[config.mk]
export PLATFORM = sky130hd
export DESIGN_NAME = pause_flow_ctrl
export DESIGN_NICKNAME = d
export VERILOG_FILES = /design/src/rtl/pause_flow_ctrl.sv
export SDC_FILE = /design/constraint.sdc
export NUM_CORES = 1
export LEC_CHECK = 0
export BUFFER_PORTS_ARGS = -buffer_cell sky130_fd_sc_hd__buf_2
export CORE_AREA = 10 10 95 80
export CTS_BUF_LIST = sky130_fd_sc_hd__clkbuf_8
export DETAILED_ROUTE_END_ITERATION = 16
export DIE_AREA = 0 0 105 90
export PLACE_DENSITY = 0.89
export SYNTH_ARGS = -nofsm -noshare
export SYNTH_HDL_FRONTEND = slang
export SYNTH_SLANG_ARGS = --single-unit
export TNS_END_PERCENT = 1
[constraint.sdc]
create_clock -name clk -period 4.44 [get_ports clk]
set_clock_uncertainty 0.15 [all_clocks]
set_input_delay 0.888 -clock clk [delete_from_list [all_inputs] [get_ports clk]]
set_output_delay 0.888 -clock clk [all_outputs]
set_load 0.005 [all_outputs]
[src/rtl/pause_flow_ctrl.sv]
module pause_flow_ctrl #(
  parameter int TIME_W = 16,
  parameter int CNT_W  = 16,
  parameter int LVL_W  = 12
) (
  input  logic              clk,
  input  logic              rst_n,
  input  logic              rx_pause_vld,
  input  logic [TIME_W-1:0] rx_pause_time,
  input  logic              rx_pause_en,
  input  logic              zero_pause_en,
  input  logic              quanta_tick,
  input  logic              adv_pause_vld,
  input  logic [TIME_W-1:0] adv_pause_time,
  input  logic              tx_start_req,
  output logic              tx_start_gnt,
  output logic              tx_paused,
  input  logic [LVL_W-1:0]  rxq_level,
  input  logic [LVL_W-1:0]  rxq_thresh,
  output logic              zp_req,
  input  logic              zp_ack,
  input  logic              cnt_clr,
  output logic [CNT_W-1:0]  pause_cnt
);
  localparam logic [CNT_W-1:0] CNT_MAX = '1;

  logic [TIME_W-1:0] hold_q, win_q;
  logic              zp_used_q, zp_req_q;
  logic [CNT_W-1:0]  cnt_q;

  logic rx_take, rx_zero, win_open, zp_fire;

  assign rx_take  = rx_pause_vld & rx_pause_en;
  assign rx_zero  = (rx_pause_time == '0);
  assign win_open = (win_q != '0);
  assign zp_fire  = zero_pause_en & win_open & (rxq_level < rxq_thresh)
                  & ~zp_used_q & ~zp_req_q & ~adv_pause_vld;

  always_ff @(posedge clk) begin
    if (!rst_n)
      hold_q <= '0;
    else if (rx_take && !rx_zero)
      hold_q <= rx_pause_time;
    else if (rx_take && zero_pause_en)
      hold_q <= '0;
    else if (quanta_tick && hold_q != '0)
      hold_q <= hold_q - 1'b1;
  end

  always_ff @(posedge clk) begin
    if (!rst_n)
      win_q <= '0;
    else if (adv_pause_vld)
      win_q <= adv_pause_time;
    else if (zp_req_q && zp_ack)
      win_q <= '0;
    else if (quanta_tick && win_open)
      win_q <= win_q - 1'b1;
  end

  always_ff @(posedge clk) begin
    if (!rst_n) begin
      zp_used_q <= 1'b0;
      zp_req_q  <= 1'b0;
    end else begin
      if (adv_pause_vld)
        zp_used_q <= 1'b0;
      else if (zp_fire)
        zp_used_q <= 1'b1;
      if (zp_fire)
        zp_req_q <= 1'b1;
      else if (zp_ack)
        zp_req_q <= 1'b0;
    end
  end

  always_ff @(posedge clk) begin
    if (!rst_n || cnt_clr)
      cnt_q <= '0;
    else if (rx_pause_vld && cnt_q != CNT_MAX)
      cnt_q <= cnt_q + 1'b1;
  end

  assign tx_paused    = (hold_q != '0);
  assign tx_start_gnt = tx_start_req & ~tx_paused;
  assign zp_req       = zp_req_q;
  assign pause_cnt    = cnt_q;
endmodule


==> reports/qor.yml <==
yosys:
  yosysUniqueCellTypes: 65
  yosys.area.top_type_share_pct: 30.2
  synth-seq-area-share_pct: 30.2
  synth_fp_nets: 488
  ys.warnings.count: 0
  syn_inst: 406
  synth_edf_count: 0
  ys_ff_latch: 50
  synth_area_leader_cell: "dfxtp_1"
  synth_area_um2: 3320
  syn_area_per_cell_um2: 8.17
  synth-main-ff-cell: "dfxtp_1"
  synth_area_leaders: "dfxtp_1 30%, ha_1 6.0%, nor2_1 4.5%"
  async_flop_share_pct: 0
layout:
  antennaDiodeCount: 0
  final_core_util_pct: 65.8
  fin_nets: 560
  drive_gt1_share_pct: 23.4
  area_growth_pct: 14.2
sta:
  fmax_mhz: 333
  period_needed_ns: 3.01
  fin_crit_sh_pct: 67.7
  finalWorstSetupSlack_ns: 1.43
  slew_headroom_pct: 47.6
  fin_setup_tns_ns: 0
  setup_viol: 0
  hold_ws_ns: 0.362
  rsz0062_at_grt: "no"
  final_hold_viol_count: 0
  drv_slew: 0
  worst_slew_pin_slew_ns: 0.775
drt:
  ant_nets: 0
  post_drt_via_cell_ratio: 6.20
  dr.pass1.iters: 4
  post_drt_wl_per_cell_um: 16.8
  routed_wl_um: 9410
  num_vias: 3471
  drtIter0Drc: 239
  drcViolationCount: 0
global_routing:
  grt_pass1_wl_um: 15800
  overflow: 0
  antenna_found_initial: 0
  grt_use_total_pct: 19.2
  grt_pass1_vias: 3311
  grt_max_degree: 34
worst_setup_path:
  r2r_end: "hold_q[11]$_SDFFE_PN0P_"
  max_stage_delay_ns: 0.64
  crit_slowest_cell: "nor4b_1"
  crit_family: "simple AND/OR/NAND/NOR gates"
  reg2regPathDepth: 7
  cp.required_ns: 3.40
  worstPathCellList: "inv_1 > ha_1 > nor4b_1 > nand3_1 > nor2_1 > buf_2"
  r2r_start: "hold_q[0]$_SDFFE_PN0P_"
  crit_type: "flip-flop to output pin"
  critPathLaunchType: "flip-flop"
  crit_fanout: 5
  end_kind: "output pin"
  critPathBufInv: 2
  r2r_slack_ns: 1.97
  cp.arrival_ns: 1.97
die:
  die_area_um2: 9450
  num_rows: 25
  start_util_pct: 57.6
  die-width_um: 105
  die_height_um: 90
  fp.coreArea_um2: 5760
  io_pins: 85
clock_tree:
  cts_buffers: 5
  cts_root_buf: "clkbuf_8"
  path_clk_slew_ns: 0.10
  cts_resized: 0
  post-cts-setup-buffers: 0
  cts_buffer_depth: 2
  clock_latency_ns: 0.30
  cts_tree: "done"
  htreeDepth: 2
  cts_num_sinks: 50
  postCtsHoldBufs: 0
placement:
  dp_slack_ns: 1.44
  dp_hpwl_um: 7240
  numPortBuffers: 84
  place_congestion: 0.943
run_status:
  outcome: "completed"
min_path:
  min_to: "win_q[6]$_SDFFE_PN0P_"
  hold_class: "flip-flop to flip-flop"
  whs_path_depth: 2
  hold_start: "win_q[6]$_SDFFE_PN0P_"
power:
  max-vdd-ir-drop_mv: 0.209
  p_leak_nw: 1.69
  powerDensity_nw_per_um2: 310
job:
  cap_viol_max_count: 0
[sequential cells by signal, indices dropped and copies added (netlist names)]
signal / count
hold_q: 16
pause_cnt: 16
win_q: 16
zp_req: 1
zp_used_q: 1
[Yosys cell counts, types with 2 or more instances]
| master | n |
|---|---|
| dfxtp_1 | 50 |
| nor2_1 | 40 |
| nand2_1 | 33 |
| a21oi_1 | 26 |
| o21ai_0 | 20 |
| inv_1 | 17 |
| nand3_1 | 17 |
| ha_1 | 16 |
| nand4_1 | 16 |
| xor2_1 | 14 |
| nor4_1 | 12 |
| nor3_1 | 11 |
| and2_1 | 10 |
| clkbuf_1 | 9 |
| and3_1 | 8 |
| o221a_2 | 7 |
| a31oi_1 | 6 |
| a21o_1 | 5 |
| a32o_1 | 4 |
| clkbuf_8 | 4 |
| mux2i_1 | 4 |
| o2111ai_1 | 4 |
| o22a_2 | 4 |
| o31ai_1 | 4 |
| or3_1 | 4 |
| a22oi_1 | 3 |
| and4_1 | 3 |
| nand3b_1 | 3 |
| o211a_1 | 3 |
| o221a_1 | 3 |
| or4_1 | 3 |
| a211oi_1 | 2 |
| buf_6 | 2 |
| nand2b_1 | 2 |
| nor4b_1 | 2 |
| o21a_1 | 2 |
| o311a_1 | 2 |
| o311ai_0 | 2 |
| o41ai_1 | 2 |
| or4_2 | 2 |
[final cells by class]
cell class | instances | area (um2)
inverters | 17 | 63.8
clock inverters | 2 | 12.5
fillers | 511 | 1970
repair buffers | 84 | 420
well taps | 81 | 101
multi-input cells | 320 | 2110
flip-flops and latches | 50 | 1000
clock buffers | 6 | 82.6
[layer usage]
metal  GRT usage [%]  vias to the layer above  wire (um)
met5               0                        -          0
met4            5.37                        0        129
met3            4.21                       17        748
met2            32.2                      165       4560
met1            24.1                     1605       3980
li1                -                     1684          -
[metrics by stage]
step	std cells	total power [mW]	cell area, um2
final	560	1.17	3790
after detailed placement	552	0.893	3690
after floorplan	406	0.805	3320
after CTS	560	1.17	3790
after global routing	560	1.25	3790
after global placement	552	0.878	3690
[cells in the final DEF, fill, tap and decap left out, types with 4 or more instances in the layout]
master,n
buf_2,84
dfxtp_1,50
nor2_1,40
nand2_1,33
a21oi_1,26
o21ai_0,20
inv_1,17
nand3_1,17
nand4_1,16
ha_1,16
xor2_1,14
nor4_1,12
nor3_1,11
and2_1,10
and3_1,8
o221a_2,7
a31oi_1,6
clkbuf_8,6
a21o_1,5
or3_1,4
a32o_1,4
o31ai_1,4
mux2i_1,4
o2111ai_1,4
o22a_2,4
[kinds of logic after synthesis]
| group | count (synthesis) | synth area share [%] |
|---|---|---|
| and+or+nand+nor | 175 | 28.1 |
| AOI/OAI and AO/OA | 110 | 24.1 |
| DFF | 50 | 30.2 |
| buffers and inverters | 36 | 6.34 |
| adders and majority gates | 16 | 6.04 |
| xor gates and xnor gates | 14 | 3.70 |
| muxes | 5 | 1.55 |
[how the worst max path moves through the flow]
stage / depth (start not counted) / from / slack, ns / to
6_report: 6 / hold_q[0]$_SDFFE_PN0P_ / 1.43 / tx_start_gnt
5_1_grt: 6 / hold_q[0]$_SDFFE_PN0P_ / 1.24 / tx_start_gnt
4_1_cts: 6 / hold_q[0]$_SDFFE_PN0P_ / 1.43 / tx_start_gnt
3_5_place_dp: 6 / rx_pause_time[11] / 1.44 / hold_q[1]$_SDFFE_PN0P_
3_3_place_gp: 6 / rx_pause_time[8] / 1.52 / hold_q[15]$_SDFFE_PN0P_
2_1_floorplan: 6 / rx_pause_time[3] / 1.95 / hold_q[15]$_SDFFE_PN0P_
[tightest hold or removal path: stages (launching register included)]
cell and delay [ns]:
dfxtp_1 0.34, nand2_1 0.06, o22ai_1 0.07
[power breakdown]
group	internal (mW)	switching, mW
logic	0.158	0.204
registers	0.485	0.0459
clock network	0.126	0.155
Note: power is estimated with default switching activity, not from simulation.
